`config.mk`:
```
export PLATFORM = sky130hd
export DESIGN_NAME = evt_irq_hub
export DESIGN_NICKNAME = d
export VERILOG_FILES = /design/src/rtl/evt_irq_pkg.sv /design/src/rtl/irq_flag_bank.sv /design/src/rtl/irq_hold_timer.sv /design/src/rtl/evt_irq_hub.sv
export SDC_FILE = /design/constraint.sdc
export NUM_CORES = 1
export LEC_CHECK = 0
export ABC_CLOCK_PERIOD_IN_PS = 1600
export CORE_UTILIZATION = 58
export CTS_BUF_LIST = sky130_fd_sc_hd__clkbuf_2 sky130_fd_sc_hd__clkbuf_4 sky130_fd_sc_hd__clkbuf_8
export CTS_CLUSTER_SIZE = 20
export DETAILED_ROUTE_END_ITERATION = 6
export DONT_BUFFER_PORTS = 1
export HOLD_SLACK_MARGIN = 0.05
export PLACE_DENSITY_LB_ADDON = 0.12
export SYNTH_ARGS = -nofsm -noshare
export SYNTH_HDL_FRONTEND = slang
export SYNTH_HIERARCHICAL = 1
export SYNTH_SLANG_ARGS = --single-unit
```
`constraint.sdc`:
```
create_clock -name clk -period 1.6 [get_ports clk]
set_clock_uncertainty 0.1 [all_clocks]
set_input_delay 0.32 -clock clk [delete_from_list [all_inputs] [get_ports clk]]
set_output_delay 0.32 -clock clk [all_outputs]
set_load 0.005 [all_outputs]
```
`src/rtl/evt_irq_pkg.sv`:
```
package evt_irq_pkg;
  localparam int NSRC    = 3;
  localparam int IDX_UPD = 0;
  localparam int IDX_TMR = 1;
  localparam int IDX_ALM = 2;
  localparam int NPULSE  = 2;
  typedef logic [NSRC-1:0] src_vec_t;
endpackage

```
`src/rtl/irq_flag_bank.sv`:
```
module irq_flag_bank
  import evt_irq_pkg::*;
(
  input  logic     clk,
  input  logic     rst,
  input  src_vec_t evt,
  input  logic     wr_en,
  input  logic     wr_sel,
  input  src_vec_t wr_data,
  output src_vec_t flag_q,
  output src_vec_t en_q,
  output src_vec_t en_nxt,
  output logic     alm_flag_nxt
);
  src_vec_t flag_nxt;
  logic     flag_wr;

  assign flag_wr = wr_en && !wr_sel;
  assign en_nxt  = (wr_en && wr_sel) ? wr_data : en_q;

  for (genvar i = 0; i < NSRC; i++) begin : g_flag
    // event wins over a same-cycle clear; writing 1 only keeps the bit
    assign flag_nxt[i] = evt[i] | (flag_q[i] & ~(flag_wr & ~wr_data[i]));

    always_ff @(posedge clk) begin
      if (rst) flag_q[i] <= 1'b0;
      else     flag_q[i] <= flag_nxt[i];
    end

    AST_FLAG_STICKY: assert property (@(posedge clk) disable iff (rst)
      flag_q[i] && !(flag_wr && !wr_data[i]) |=> flag_q[i]);
    AST_WRITE_ONE_NOOP: assert property (@(posedge clk) disable iff (rst)
      !flag_q[i] && !evt[i] |=> !flag_q[i]);
  end

  always_ff @(posedge clk) begin
    if (rst) en_q <= '0;
    else     en_q <= en_nxt;
  end

  assign alm_flag_nxt = flag_nxt[IDX_ALM];
endmodule

```
`src/rtl/irq_hold_timer.sv`:
```
module irq_hold_timer #(
  parameter int CW = 9
) (
  input  logic          clk,
  input  logic          rst,
  input  logic          start,
  input  logic          kill,
  input  logic          tick,
  input  logic [CW-1:0] load_val,
  output logic          active
);
  logic [CW-1:0] cnt_q;
  logic          act_q;

  always_ff @(posedge clk) begin
    if (rst || kill) begin
      cnt_q <= '0;
      act_q <= 1'b0;
    end else if (start) begin
      cnt_q <= load_val;
      act_q <= 1'b1;
    end else if (act_q && tick) begin
      cnt_q <= cnt_q - 1'b1;
      if (cnt_q == CW'(1)) act_q <= 1'b0;
    end
  end

  assign active = act_q;

  AST_KILL_RELEASE: assert property (@(posedge clk) disable iff (rst)
    kill |=> !active);
  AST_START_HOLD: assert property (@(posedge clk) disable iff (rst)
    start && !kill |=> active);
  AST_LAST_TICK: assert property (@(posedge clk) disable iff (rst)
    act_q && tick && cnt_q == CW'(1) && !start && !kill |=> !act_q);
endmodule

```
`src/rtl/evt_irq_hub.sv`:
```
module evt_irq_hub
  import evt_irq_pkg::*;
#(
  parameter int SHORT_TICKS = 4,
  parameter int LONG_TICKS  = 256,
  parameter int SRC_W       = 2
) (
  input  logic             clk,
  input  logic             rst,
  input  logic             upd_evt,
  input  logic             tmr_evt,
  input  logic             alm_evt,
  input  logic             tick,
  input  logic [SRC_W-1:0] tmr_src,
  input  logic             tmr_run,
  input  logic             wr_en,
  input  logic             wr_sel,
  input  logic [NSRC-1:0]  wr_data,
  output logic [NSRC-1:0]  rd_flags,
  output logic [NSRC-1:0]  rd_enables,
  output logic             irq_n
);
  localparam int CW = $clog2(LONG_TICKS + 1);

  src_vec_t evt, flag_q, en_q, en_nxt;
  logic     alm_flag_nxt;
  logic     alm_req_q;

  logic [NPULSE-1:0] p_start, p_kill, p_active;
  logic [CW-1:0]     p_load [NPULSE];

  assign evt = {alm_evt, tmr_evt, upd_evt};

  irq_flag_bank i_bank (
    .clk          (clk),
    .rst          (rst),
    .evt          (evt),
    .wr_en        (wr_en),
    .wr_sel       (wr_sel),
    .wr_data      (wr_data),
    .flag_q       (flag_q),
    .en_q         (en_q),
    .en_nxt       (en_nxt),
    .alm_flag_nxt (alm_flag_nxt)
  );

  // pulse sources: index 0 update, index 1 timer
  assign p_start[IDX_UPD] = upd_evt && en_nxt[IDX_UPD];
  assign p_kill[IDX_UPD]  = !en_nxt[IDX_UPD];
  assign p_load[IDX_UPD]  = CW'(LONG_TICKS);

  assign p_start[IDX_TMR] = tmr_evt && en_nxt[IDX_TMR] && tmr_run;
  assign p_kill[IDX_TMR]  = !en_nxt[IDX_TMR] || !tmr_run;
  assign p_load[IDX_TMR]  = (tmr_src == '0) ? CW'(SHORT_TICKS) : CW'(LONG_TICKS);

  for (genvar p = 0; p < NPULSE; p++) begin : g_pulse
    irq_hold_timer #(.CW(CW)) i_hold (
      .clk      (clk),
      .rst      (rst),
      .start    (p_start[p]),
      .kill     (p_kill[p]),
      .tick     (tick),
      .load_val (p_load[p]),
      .active   (p_active[p])
    );
  end

  // alarm: level request held until its flag or enable goes to 0
  always_ff @(posedge clk) begin
    if (rst || !en_nxt[IDX_ALM] || !alm_flag_nxt) alm_req_q <= 1'b0;
    else if (alm_evt)                             alm_req_q <= 1'b1;
  end

  assign irq_n      = !(p_active[IDX_UPD] || p_active[IDX_TMR] || alm_req_q);
  assign rd_flags   = flag_q;
  assign rd_enables = en_q;

  AST_ALARM_NO_AUTO: assert property (@(posedge clk) disable iff (rst)
    alm_req_q && !wr_en |=> alm_req_q);
  AST_IDLE_QUIET: assert property (@(posedge clk) disable iff (rst)
    rd_enables == '0 |-> irq_n);
  AST_TMR_HALTED: assert property (@(posedge clk) disable iff (rst)
    !tmr_run |=> !p_active[IDX_TMR]);
endmodule

```
### Word-level counts from Yosys, hierarchy flattened

Index checks and enable logic that the tools add are counted.

* register bits: 27
* bits of input ports: 14
* output and inout bits: 7
* word-level logic and storage cells: 70

* add/subtract/negate cells: 2
* equality and inequality tests: 2
* multiplexer cells: 12
* bitwise gates (word level): 15
* reduce and logical (&&, ||, !) cells: 29

Operator list (count)
* 9-bit two-way mux: 5
* 9-bit by 1-bit equality test with 1-bit output (second input constant): 2
* 9-bit by 1-bit subtractor with 9-bit output (second input constant): 2
* 2-bit nonzero test: 4
* 1-bit logical AND: 7
* 1-bit logical NOT: 7
* 1-bit logical OR: 7
* 1-bit AND: 6
* 1-bit two-way mux: 6
* 1-bit inverter: 6
* 2-bit AND reduction: 2
* 3-bit two-way mux: 1
* 1-bit bitwise OR: 3
* 2-bit logical NOT: 1
* 2-bit OR reduction: 1

### Logic depth before layout (Yosys ltp)

Gate-level depths: netlist of the first run.

* depth after elaboration: 8
* depth in mapped cells: 8
* depth with buffers taken out: 6

### Hierarchy

Netlist of the first run, hierarchy kept.

Modules (own cells, without submodules)
* irq_hold_timer: times used 2, cells an instance 61, area an instance 523.0 um^2, sequential area each 200.2 um^2
* irq_flag_bank: times used 1, cells an instance 30, area an instance 306.5 um^2, sequential area each 120.1 um^2
* evt_irq_hub: times used 1, cells an instance 13, area an instance 77.6 um^2, sequential area each 20.0 um^2

### Worst setup path before layout of the first run

OpenSTA, ideal clock, no wires.

* path type: in2reg
* start point: input port wr_sel
* end point: register g_pulse[1].i_hold.cnt_q[2]
* setup time: 0.131 ns
* arrival time: 1.424 ns
* data required time: 1.369 ns
* slack: -0.055 ns
* stages on the path: 8
* buffers on the path: 2
* cells stage by stage: buf_6 -> a21bo_1 -> nand2_1 -> and3_1 -> inv_1 -> clkbuf_1 -> o21ai_0 -> a21oi_1

* cells in the longest elaborated chain, start to end: 5
* elaborated cells on any way between the ends: 9
* classes of those cells: mux: 2; reduce/logical: 7

Ends and longest elaborated chain
* start, declared: line evt_irq_hub.sv:17 `input logic wr_sel,`
* 1-bit logical AND *: line irq_flag_bank.sv:19 `assign en_nxt = (wr_en && wr_sel) ? wr_data : en_q;`
* 3-bit two-way mux *: line irq_flag_bank.sv:19
* named net en_nxt[1]: line evt_irq_hub.sv:25 `src_vec_t evt, flag_q, en_q, en_nxt;`
* 1-bit logical AND * (2 in series): line evt_irq_hub.sv:52 `assign p_start[IDX_TMR] = tmr_evt && en_nxt[IDX_TMR] && tmr_run;`
* named net p_start[1]: line evt_irq_hub.sv:29 `logic [NPULSE-1:0] p_start, p_kill, p_active;`
* 9-bit two-way mux / 2-bit nonzero test (equally long branches)
* end signal, assigned: line irq_hold_timer.sv:20 `cnt_q <= load_val;`
* end signal, assigned: line irq_hold_timer.sv:23 `cnt_q <= cnt_q - 1'b1;`
* end, declared: line irq_hold_timer.sv:12 `logic [CW-1:0] cnt_q;`

Mark *: on every way through the listed nets, which the timed path passes. The rest lies on a longest branch.
A chain may end at the register's enable or synchronous reset.

### Worst setup path in the final report of the first run

* start point: register g_pulse[1].i_hold.cnt_q[3]
* end point: register g_pulse[1].i_hold.cnt_q[7]

* cells in the longest elaborated chain, start to end: 3

Ends and longest elaborated chain
* 9-bit by 1-bit subtractor with 9-bit output: line irq_hold_timer.sv:23
* 9-bit two-way mux: line irq_hold_timer.sv:22 `end else if (act_q && tick) begin`
* 9-bit two-way mux: line irq_hold_timer.sv:19 `end else if (start) begin`

Every way passes these cells. The select of a mux whose other input is x is not followed.

==> summary.md, run 1 <==
| Metric | Value |
|---|---|
| Syn Std Cell Area | `about 1400 um2` |
| FF-to-FF End | `g_pulse[1].i_hold/cnt_q[7]` |
| FP Rows | `17` |
| Max-Cap Viols | `0` |
| Port bufs | `0` |
| Worst EP arrival | `roughly 1.8 ns` |
| Failing checks | `negative setup slack` |
| Num CTS Buffers | `3` |
| Critical Path Slowest Stage Cell | `or4_4` |
| Largest net degree at the start of global routing | `15` |
| Initial DRT Pass Iterations | `4` |
| Area Growth Syn to Fin | `31.9%` |
| Critical path peak fanout | `2` |
| Die area | `about 2700 um2` |
| Clock transition at path regs | `roughly 0.15 ns` |
| Flop2flop setup slack | `-0.09 ns` |
| Max incr delay on CP | `about 0.44 ns` |
| Share of layout cells above drive strength 1 | `approximately a third` |
| Fraction of registers with async set/reset | `0%` |
| Vias per cell | `5.88` |
| Insertion delay to the later sink of the worst-skew pair | `about 0.32 ns` |
| CTS Buffer Depth | `2` |
| CP Buf/Inv Count | `0` |
| Setup Viol. Count Final | `5` |
| Origin of the critical flop-to-flop path | `g_pulse[1].i_hold/cnt_q[3]` |
| Clock sink count | `27` |
| Fin crit share | `106%` |
| Setup crit start | `g_pulse[1].i_hold/cnt_q[3]` |
| Final nets | `between 200 and 250` |
| DRC errors left | `0` |
| Antenna cell count | `0` |
| Top FF cell, synth | `dfxtp_1` |
| Total Power | `between 1 and 1.5 mW` |
| Cells taking the most area after synthesis | `dfxtp_1 (38%), xnor2_1 (7.3%), a21oi_1 (6.6%), nor2_1 (5.2%), ha_1 (3.5%)` |
| Vias | `around 1.4k` |
| First-pass GRT wire length | `roughly 5.3 mm` |
| Post-synthesis cell type count | `31` |
| Final min period | `~1.7 ns` |
| Critical path depth | `4` |
| Count leader, synth | `dfxtp_1` |
| All-Layer GR Usage | `about 27%` |
| Gpl congestion | `roughly 0.84` |
| Setup TNS | `-0.182 ns` |
| Worst setup endpoint | `g_pulse[1].i_hold/cnt_q[7]` |
| GR met2 Demand/Resource | `47.8%` |
| Post-DR wirelength/cell | `between 15 and 20 um` |
| Min-Delay Path Class | `input port to flip-flop` |
| CP startpoint kind | `flip-flop` |
| Vias in the first global route | `about 1.2k` |
| FF-to-FF path depth | `4` |
| First DRT Iteration DRCs | `39` |
| YS warnings | `6` |
| Synth top cells by count | `dfxtp_1 (27), nor2_1 (20), a21oi_1 (19), xnor2_1 (12), o21ai_0 (10)` |
| Critical path cell sequence | `or3_4 > or4_4 > xor2_1 > o31ai_2` |
| Post-route insts no fill | `~240` |
| CP required | `~1.8 ns` |
| Gr ovfl total | `0` |
| Power Dens Cells | `598 nW/um2` |
| Routed wire length | `around 4.1 mm` |
| TritonCTS clock tree | `built` |
| Initial Utilization | `a little over three fifths` |
| Top Family by Delay on Critical Path | `simple AND/OR/NAND/NOR gates` |
| Status | `complete, but fails checks` |
| M1 GR Usage | `32.2%` |
| Unrepaired setup endpoints after global routing | `true` |
| Top cell type's share of synthesized area | `a little under two fifths` |
| Post-DP HPWL | `~2.3 mm` |
| Critical Path End Type | `flip-flop` |
| Crit Path Class | `flip-flop to flip-flop` |
| ANT nets after route | `0` |
| Number of synthesized flops with an enable pin | `0` |
| #FFs+latches synth | `27` |
| Dpl cells | `approximately 220` |
| Final WS setup | `-0.0890 ns` |
| Register area share after synthesis | `a little under two fifths` |
| Mapped Avg Cell Area | `8.67 um2` |
| Die H | `a little over 50 um` |
| Leading area contributor after synthesis | `dfxtp_1` |
| Core Box Area | `between 2000 and 2500 um2` |
| Gate Count Post-Synth | `165` |
| Global-route met3 utilization | `under 10%` |
| Grt peak-use layer | `met2` |
| Final hold viol count | `0` |
| Clock root cell | `clkbuf_4` |
| Cell leakage power | `0.703 nW` |
| Fill count | `~130` |
| Max VDD drop | `between 0.0005 and 0.0006 V` |
| Die Span X | `roughly 52 um` |
| Antenna violations before repair | `0` |
| I/O pin total | `21` |
| Fmax | `roughly 600 MHz` |
| CTS H-tree lvls | `1` |
| Slew Viols, Final | `0` |
## flip-flops by register name, indices dropped and copies added (netlist names)
register / flops
g_pulse.i_hold/active: 2
i_bank/flag_q: 3
alm_req_q: 1
i_bank/en_q: 3
g_pulse.i_hold/cnt_q: 18
## layout make-up
cell class	count	area, um2	area share (%)
clock buffers	4	30.0	1.59
inverters	8	37.5	1.99
repair buffers	30	239	12.7
flip-flops and latches	27	549	29.1
multi-input cells	140	996	52.8
well taps	28	35.0	1.86
## per-layer routing
| metal | vias to the layer above | wire [um] |
|---|---|---|
| li1 | 658 | - |
| met1 | 659 | 1580 |
| met3 | 14 | 198 |
| met5 | - | 0 |
| met2 | 63 | 2190 |
| met4 | 0 | 97 |
## logic make-up after synthesis
logic type               after synthesis  synth area share [%]
other                                  2                 0.525
AND/OR/NAND/NOR                       62                  25.3
flip-flops                            27                  37.8
multiplexers                           2                  1.40
adder cells (fa/ha/maj)                4                  3.50
AO/OA/AOI/OAI                         40                  17.5
buffers and inverters                 12                  4.20
XOR/XNOR                              16                  9.80
## cell usage in the layout (no fill, tap or decap), drive strengths merged, types with 5 or more instances in the layout
cell type    instances
a21oi               19
buf                 23
clkbuf               5
conb                16
dfxtp               27
dlygate4sd3          6
inv                  6
nand2                9
nand3                7
nor2                20
nor3                 7
o21ai               10
xnor2               12
## through the flow
stage	instance area (um2)	util [%]	setup WS [ns]	hold WS, ns
4_1_cts	1700	74.9	-0.0521	0.0505
6_report	1890	82.9	-0.0890	0.0847
3_5_place_dp	1580	69.5	-0.0701	0.293
2_1_floorplan	1490	-	0.0107	0.289
5_1_grt	1890	82.9	-0.117	0.0687
3_3_place_gp	1580	69.5	0.0191	0.291
## report_power, final
group | internal, mW | switching [mW]
logic | 0.0571 | 0.0652
clock network | 0.114 | 0.196
registers | 0.686 | 0.0103
## repair_timing
action	CTS	global route
pin swaps	0	2
hold buffers	4	2
setup buffers	4	8
resized for setup	7	29
endpoints found under the setup margin	4	18
endpoints found under the hold margin	7	1
## how the worst min path moves through the flow
stage | cells past startpoint | slack, ns | from | endpoint
final | 2 | 0.08 | wr_en | i_bank/en_q[0]
after global routing | 3 | 0.07 | rst | g_pulse[1].i_hold/cnt_q[3]
after CTS | 2 | 0.05 | wr_en | i_bank/en_q[2]
after detailed placement | 1 | 0.29 | rst | i_bank/en_q[2]
after global placement | 1 | 0.29 | rst | alm_req_q
after floorplan | 1 | 0.29 | rst | i_bank/en_q[0]
Power figures use the tool's default switching activity.
==> run 2, diff against run 1 <==
--- a/config.mk
+++ b/config.mk
@@ -6,7 +6,7 @@
 export NUM_CORES = 1
 export LEC_CHECK = 0
 export ABC_CLOCK_PERIOD_IN_PS = 1600
-export CORE_UTILIZATION = 58
+export CORE_UTILIZATION = 39
 export CTS_BUF_LIST = sky130_fd_sc_hd__clkbuf_2 sky130_fd_sc_hd__clkbuf_4 sky130_fd_sc_hd__clkbuf_8
 export CTS_CLUSTER_SIZE = 20
 export DETAILED_ROUTE_END_ITERATION = 6
==> run 2 against run 1 <==
  * The flow still finishes with violations (negative setup slack)
  * Critical path type unchanged
  * Final cell count is 7.6% higher
  * Largest power group unchanged
  * Sequential share of layout area is 0.16 points higher
  * Sequential cell count stayed put
  * Register-to-register slack improved by 0.03 ns
  * Critical path depth unchanged
  * Global-route usage shrank 10 points
  * First-iteration DRC count fell by 31%
  * Combinational power decreased by 13%
  * Via count is 11% lower
==> summary.md, run 2 (synthesized netlist as in run 1, its figures left out) <==
| Metric | Value |
|---|---|
| CP required | `1.75 ns` |
| Clock transition at path regs | `roughly 0.15 ns` |
| All-Layer GR Usage | `about 17%` |
| CP Buf/Inv Count | `0` |
| Gr ovfl total | `0` |
| Multi-input logic area | `between 900 and 1000 um2` |
| Min-Delay Path Class | `input port to flip-flop` |
| Slew Viols, Final | `0` |
| Clock root cell | `clkbuf_4` |
| I/O pin total | `21` |
| Hold Crit Depth | `3` |
| Setup TNS | `-0.112 ns` |
| Fmax | `approximately 600 MHz` |
| Die H | `62.6 um` |
| Status | `complete, but fails checks` |
| Post-DR wirelength/cell | `about 12 um` |
| Num CTS Buffers | `3` |
| Hold slack | `0.140 ns` |
| Sink of the worst hold path | `g_pulse[0].i_hold/cnt_q[1]` |
| Routed wire length | `between 3 and 4 mm` |
| FF-to-FF path depth | `4` |
| Die Span X | `62.6 um` |
| Vias | `between 1k and 1.5k` |
| Clock sink count | `27` |
| Flop2flop setup slack | `-0.06 ns` |
| Gpl congestion | `around 0.77` |
| Cell leakage power | `0.715 nW` |
| Critical Path Slowest Stage Cell | `or4_4` |
| First-pass GRT wire length | `roughly 5.3 mm` |
| FF-to-FF End | `g_pulse[1].i_hold/cnt_q[7]` |
| First DRT Iteration DRCs | `27` |
| Register area | `551 um2` |
| Critical Path End Type | `flip-flop` |
| Max VDD drop | `0.000331 V` |
| Origin of the critical flop-to-flop path | `g_pulse[1].i_hold/cnt_q[4]` |
| ANT nets after route | `0` |
| Antenna violations before repair | `0` |
| Fin util | `a little under three fifths` |
| Biggest register | `g_pulse.i_hold/cnt_q` |
| FP Rows | `21` |
| DRC errors left | `0` |
| TritonCTS clock tree | `built` |
| Final nets | `approximately 230` |
| Max reg flops | `18` |
| Critical path peak fanout | `3` |
| Commonest non-fill, non-tap cells in the layout | `nor2_1 (20), buf_4 (20), dfxtp_1 (19), a21oi_1 (19), conb_1 (16)` |
| Final min period | `roughly 1.7 ns` |
| Critical path cell sequence | `or3_4 > or4_4 > xor2_1 > o31ai_2` |
| Fill count | `approximately 330` |
| CTS H-tree lvls | `1` |
| Total Power | `1.12 mW` |
| Worst EP arrival | `roughly 1.8 ns` |
| Largest net degree at the start of global routing | `15` |
| CTS Buffer Depth | `2` |
| Failing checks | `negative setup slack` |
| Area Growth Syn to Fin | `31.5%` |
| Top Family by Delay on Critical Path | `simple AND/OR/NAND/NOR gates` |
| Final hold viol count | `0` |
| Dpl ws | `-0.0149 ns` |
| Die area | `3910 um2` |
| Port bufs | `0` |
| Biggest regs | `g_pulse.i_hold/cnt_q x18, i_bank/en_q x3, i_bank/flag_q x3` |
| Vias per cell | `between 4 and 5` |
| Worst Min Path Start | `tick` |
| Max-Cap Viols | `0` |
| Initial Utilization | `a little over two fifths` |
| Crit Path Class | `flip-flop to flip-flop` |
| Unrepaired setup endpoints after global routing | `true` |
| Max incr delay on CP | `between 0.4 and 0.5 ns` |
| CP startpoint kind | `flip-flop` |
| Post-DP HPWL | `2.21 mm` |
| Core Box Area | `around 3400 um2` |
| Final WS setup | `-0.0635 ns` |
| Setup Viol. Count Final | `2` |
| Vias in the first global route | `1241` |
| Insertion delay to the later sink of the worst-skew pair | `approximately 0.32 ns` |
| Fin crit share | `104%` |
| Initial DRT Pass Iterations | `4` |
| Share of layout cells above drive strength 1 | `between 20% and 30%` |
| Antenna cell count | `0` |
| Power Dens Cells | `595 nW/um2` |
==> run 2: worst max-delay path by stage <==
stage / startpoint / to / slack (ns) / depth (start not counted)
3_5_place_dp: g_pulse[1].i_hold/cnt_q[4] / g_pulse[1].i_hold/cnt_q[7] / -0.01 / 4
2_1_floorplan: wr_sel / g_pulse[0].i_hold/cnt_q[2] / 0.01 / 8
3_3_place_gp: g_pulse[0].i_hold/cnt_q[3] / g_pulse[0].i_hold/cnt_q[7] / 0.01 / 4
4_1_cts: g_pulse[0].i_hold/cnt_q[3] / g_pulse[0].i_hold/cnt_q[7] / -0.05 / 4
6_report: g_pulse[1].i_hold/cnt_q[4] / g_pulse[1].i_hold/cnt_q[7] / -0.06 / 4
5_1_grt: g_pulse[1].i_hold/cnt_q[3] / g_pulse[1].i_hold/cnt_q[7] / -0.12 / 4
==> run 2: cell type report <==
class / instances / area share [%]
clock buffer: 4 / 1.60
inverter: 8 / 2.00
multi-input combinational: 140 / 51.0
sequential: 27 / 29.3
tap: 46 / 3.06
timing repair buffer: 29 / 12.6
timing repair inverter: 1 / 0.399
==> run 2: repair_timing <==
item	4_1_cts	5_1_grt
resized for setup	2	24
setup endpoints to repair	2	19
hold buffers	8	0
setup buffers	1	3
hold endpoints to repair	7	0
gates cloned	0	1
==> run 2: report_power, final <==
group          leakage, nW  switching, mW  internal (mW)
registers            0.223        0.00914          0.686
clock network       0.0184          0.204          0.114
logic                0.474         0.0512         0.0549
==> run 2: worst min-delay path, delay by kind of cell <==
| kind | cells | cell delay, ns |
|---|---|---|
| and+or+nand+nor | 1 | 0.04 |
| AOI/OAI and AO/OA | 2 | 0.18 |
==> run 2: per-stage QoR <==
step                      instances  cell area [um2]
after floorplan                 179             1490
after global placement          238             1640
after detailed placement        238             1640
after CTS                       251             1760
after global routing            255             1880
final                           255             1880
==> run 2: routing by layer <==
metal	vias up	track usage (%)	routed length (um)
li1	649	-	-
met1	566	20.7	1540
met2	28	28.9	1480
met3	2	4.20	141
met4	0	5.52	20
met5	-	0	0
==> run 3, diff against run 2 <==
--- a/config.mk
+++ b/config.mk
@@ -6,7 +6,7 @@
 export NUM_CORES = 1
 export LEC_CHECK = 0
 export ABC_CLOCK_PERIOD_IN_PS = 1600
-export CORE_UTILIZATION = 39
+export CORE_UTILIZATION = 38
 export CTS_BUF_LIST = sky130_fd_sc_hd__clkbuf_2 sky130_fd_sc_hd__clkbuf_4 sky130_fd_sc_hd__clkbuf_8
 export CTS_CLUSTER_SIZE = 20
 export DETAILED_ROUTE_END_ITERATION = 6
==> constraint.sdc (replaced) <==
create_clock -name clk -period 1.6 [get_ports clk]
set_clock_uncertainty 0.1 [all_clocks]
set_input_delay 0.32 -clock clk [delete_from_list [all_inputs] [get_ports clk]]
set_output_delay 0.32 -clock clk [all_outputs]
set_load 0.1 [all_outputs]
==> run 3 against run 2 <==
  * The run still ends with negative setup slack left
  * Critical path depth is the same
  * Final cell count shrank 2.4%
  * Global-route usage grew 0.33 points
  * Non-clock buffer count shrank 5
  * Sequential share of layout area shrank 0.25 points
  * Sequential cell count is the same
  * Final area grew 2.0%
  * Worst hold slack lost 0.050 ns
==> summary.md, run 3 (synthesized netlist as in run 1, its figures left out) <==
| Metric | Value |
|---|---|
| Fin crit share | `103%` |
| Post-DR wirelength/cell | `about 13 um` |
| Final hold viol count | `0` |
| Clock transition at path regs | `roughly 0.090 ns` |
| Min-Delay Path Class | `input port to flip-flop` |
| CTS H-tree lvls | `1` |
| Largest net degree at the start of global routing | `16` |
| Crit Path Class | `flip-flop to flip-flop` |
| Initial DRT Pass Iterations | `4` |
| Cell leakage power | `0.713 nW` |
| Failing checks | `negative setup slack` |
| Commonest non-fill, non-tap cells in the layout | `dfxtp_1 (20), a21oi_1 (19), nor2_1 (18), buf_4 (17), conb_1 (16)` |
| Setup Viol. Count Final | `2` |
| CP startpoint kind | `flip-flop` |
| Biggest register | `g_pulse.i_hold/cnt_q` |
| CP required | `roughly 1.7 ns` |
| Final min period | `roughly 1.6 ns` |
| Max incr delay on CP | `around 0.43 ns` |
| Critical path peak fanout | `2` |
| Setup TNS | `-0.0689 ns` |
| Max reg flops | `18` |
| Clock sink count | `27` |
| Gpl congestion | `approximately 0.77` |
| Critical path cell sequence | `or3_4 > or4_4 > xor2_1 > o31ai_2` |
| DRC errors left | `0` |
| First-pass GRT wire length | `about 5.5 mm` |
| Dpl ws | `-0.0267 ns` |
| Max-Cap Viols | `0` |
| Critical Path Slowest Stage Cell | `or4_4` |
| Clock root cell | `clkbuf_8` |
| Power Dens Cells | `between 600 and 700 nW/um2` |
| Worst EP arrival | `1.75 ns` |
| Post-DP HPWL | `2.21 mm` |
| Gr ovfl total | `0` |
| Area Growth Syn to Fin | `34.1%` |
| Port bufs | `0` |
| Vias | `approximately 1.3k` |
| Share of layout cells above drive strength 1 | `between 20% and 30%` |
| I/O pin total | `21` |
| Biggest regs | `g_pulse.i_hold/cnt_q x18, i_bank/en_q x3, i_bank/flag_q x3` |
| CTS Buffer Depth | `2` |
| Commonest non-fill, non-tap cell in the layout | `dfxtp_1` |
| Slew Viols, Final | `0` |
| Insertion delay to the later sink of the worst-skew pair | `0.28 ns` |
| All-Layer GR Usage | `~17%` |
| Antenna cell count | `0` |
| Antenna violations before repair | `0` |
| Final nets | `roughly 220` |
| Vias per cell | `roughly 5.0` |
| Max VDD drop | `between 0.0004 and 0.0005 V` |
| Num CTS Buffers | `3` |
| Top Family by Delay on Critical Path | `simple AND/OR/NAND/NOR gates` |
| Die Span X | `approximately 63 um` |
| Fmax | `about 610 MHz` |
| TritonCTS clock tree | `built` |
| ANT nets after route | `0` |
| Routed wire length | `roughly 3.3 mm` |
| CP Buf/Inv Count | `0` |
| Vias in the first global route | `between 1k and 1.5k` |
| First DRT Iteration DRCs | `38` |
| Initial Utilization | `about two fifths` |
| Unrepaired setup endpoints after global routing | `true` |
| Critical Path End Type | `flip-flop` |
| Core Box Area | `approximately 3500 um2` |
| Die H | `63.3 um` |
| FP Rows | `21` |
| Die area | `between 4000 and 5000 um2` |
| Final WS setup | `-0.0436 ns` |
| Fill count | `roughly 330` |
| Status | `complete, but fails checks` |
-- run 3: changes by cell type in the layout (fill, tap and decap cells not counted), sizes merged --
cell,change
clkbuf,-2
clkinvlp,-3
clkinv,+1
dlygate4sd3,-3
inv,+2
buf,-1
-- run 3: path summary, 6_finish.rpt --
kind | from | to | cells past startpoint | slack, ns
max reg2reg | g_pulse[1].i_hold/cnt_q[3] | g_pulse[1].i_hold/cnt_q[7] | 4 | -0.04
max | g_pulse[1].i_hold/cnt_q[3] | g_pulse[1].i_hold/cnt_q[7] | 4 | -0.04
min reg2reg | i_bank/flag_q[0] | i_bank/flag_q[0] | 2 | 0.40
min | tmr_evt | i_bank/flag_q[1] | 2 | 0.09
-- run 3: metrics by stage --
stage          hold slack (ns)  cell area [um2]  util (%)  total power, mW  instances
3_5_place_dp             0.288             1680      48.4            0.873        238
4_1_cts                 0.0857             1790      51.5             1.28        247
5_1_grt                  0.113             1920      55.3             1.33        249
3_3_place_gp             0.282             1680      48.4            0.871        238
2_1_floorplan            0.279             1530         -            0.856        179
6_report                0.0895             1920      55.3             1.28        249
-- run 3: worst register-to-register path, delay by kind of cell (launching register included) --
kind	cells	cell delay, ns
AO/OA/AOI/OAI	1	0.16
XOR/XNOR	1	0.17
flip-flops	1	0.33
AND/OR/NAND/NOR	2	0.81
-- run 3: area by class of cell --
type                       instances  area [um2]  share of cell area [%]
sequential                        27         557                    29.0
tap                               46        57.6                    3.00
inverter                           8        32.5                    1.70
timing repair buffer              24         209                    10.9
clock buffer                       3        41.3                    2.15
clock inverter                     1        5.00                   0.261
multi-input combinational        140        1020                    53.0
-- run 3: what timing repair did --
item,CTS,global route
buffers inserted,0,2
pin swaps,0,3
endpoints found under the hold margin,7,0
setup endpoints to repair,2,13
cloned,0,0
gates resized for setup,3,23
hold buffers,5,0
-- run 3: layer usage --
metal	GRT usage (%)	part of all wire (%)	vias up
met5	0	0	-
met1	21.8	44	574
li1	-	-	645
met4	7.10	1.8	0
met3	3.62	3.8	7
met2	28.5	50	26
-- run 3: power by group --
part / switching (mW) / leakage (nW) / internal, mW / total, mW
Sequential: 0.00780 / 0.223 / 0.681 / 0.689
Combinational: 0.126 / 0.464 / 0.0578 / 0.183
Clock: 0.230 / 0.0255 / 0.175 / 0.405
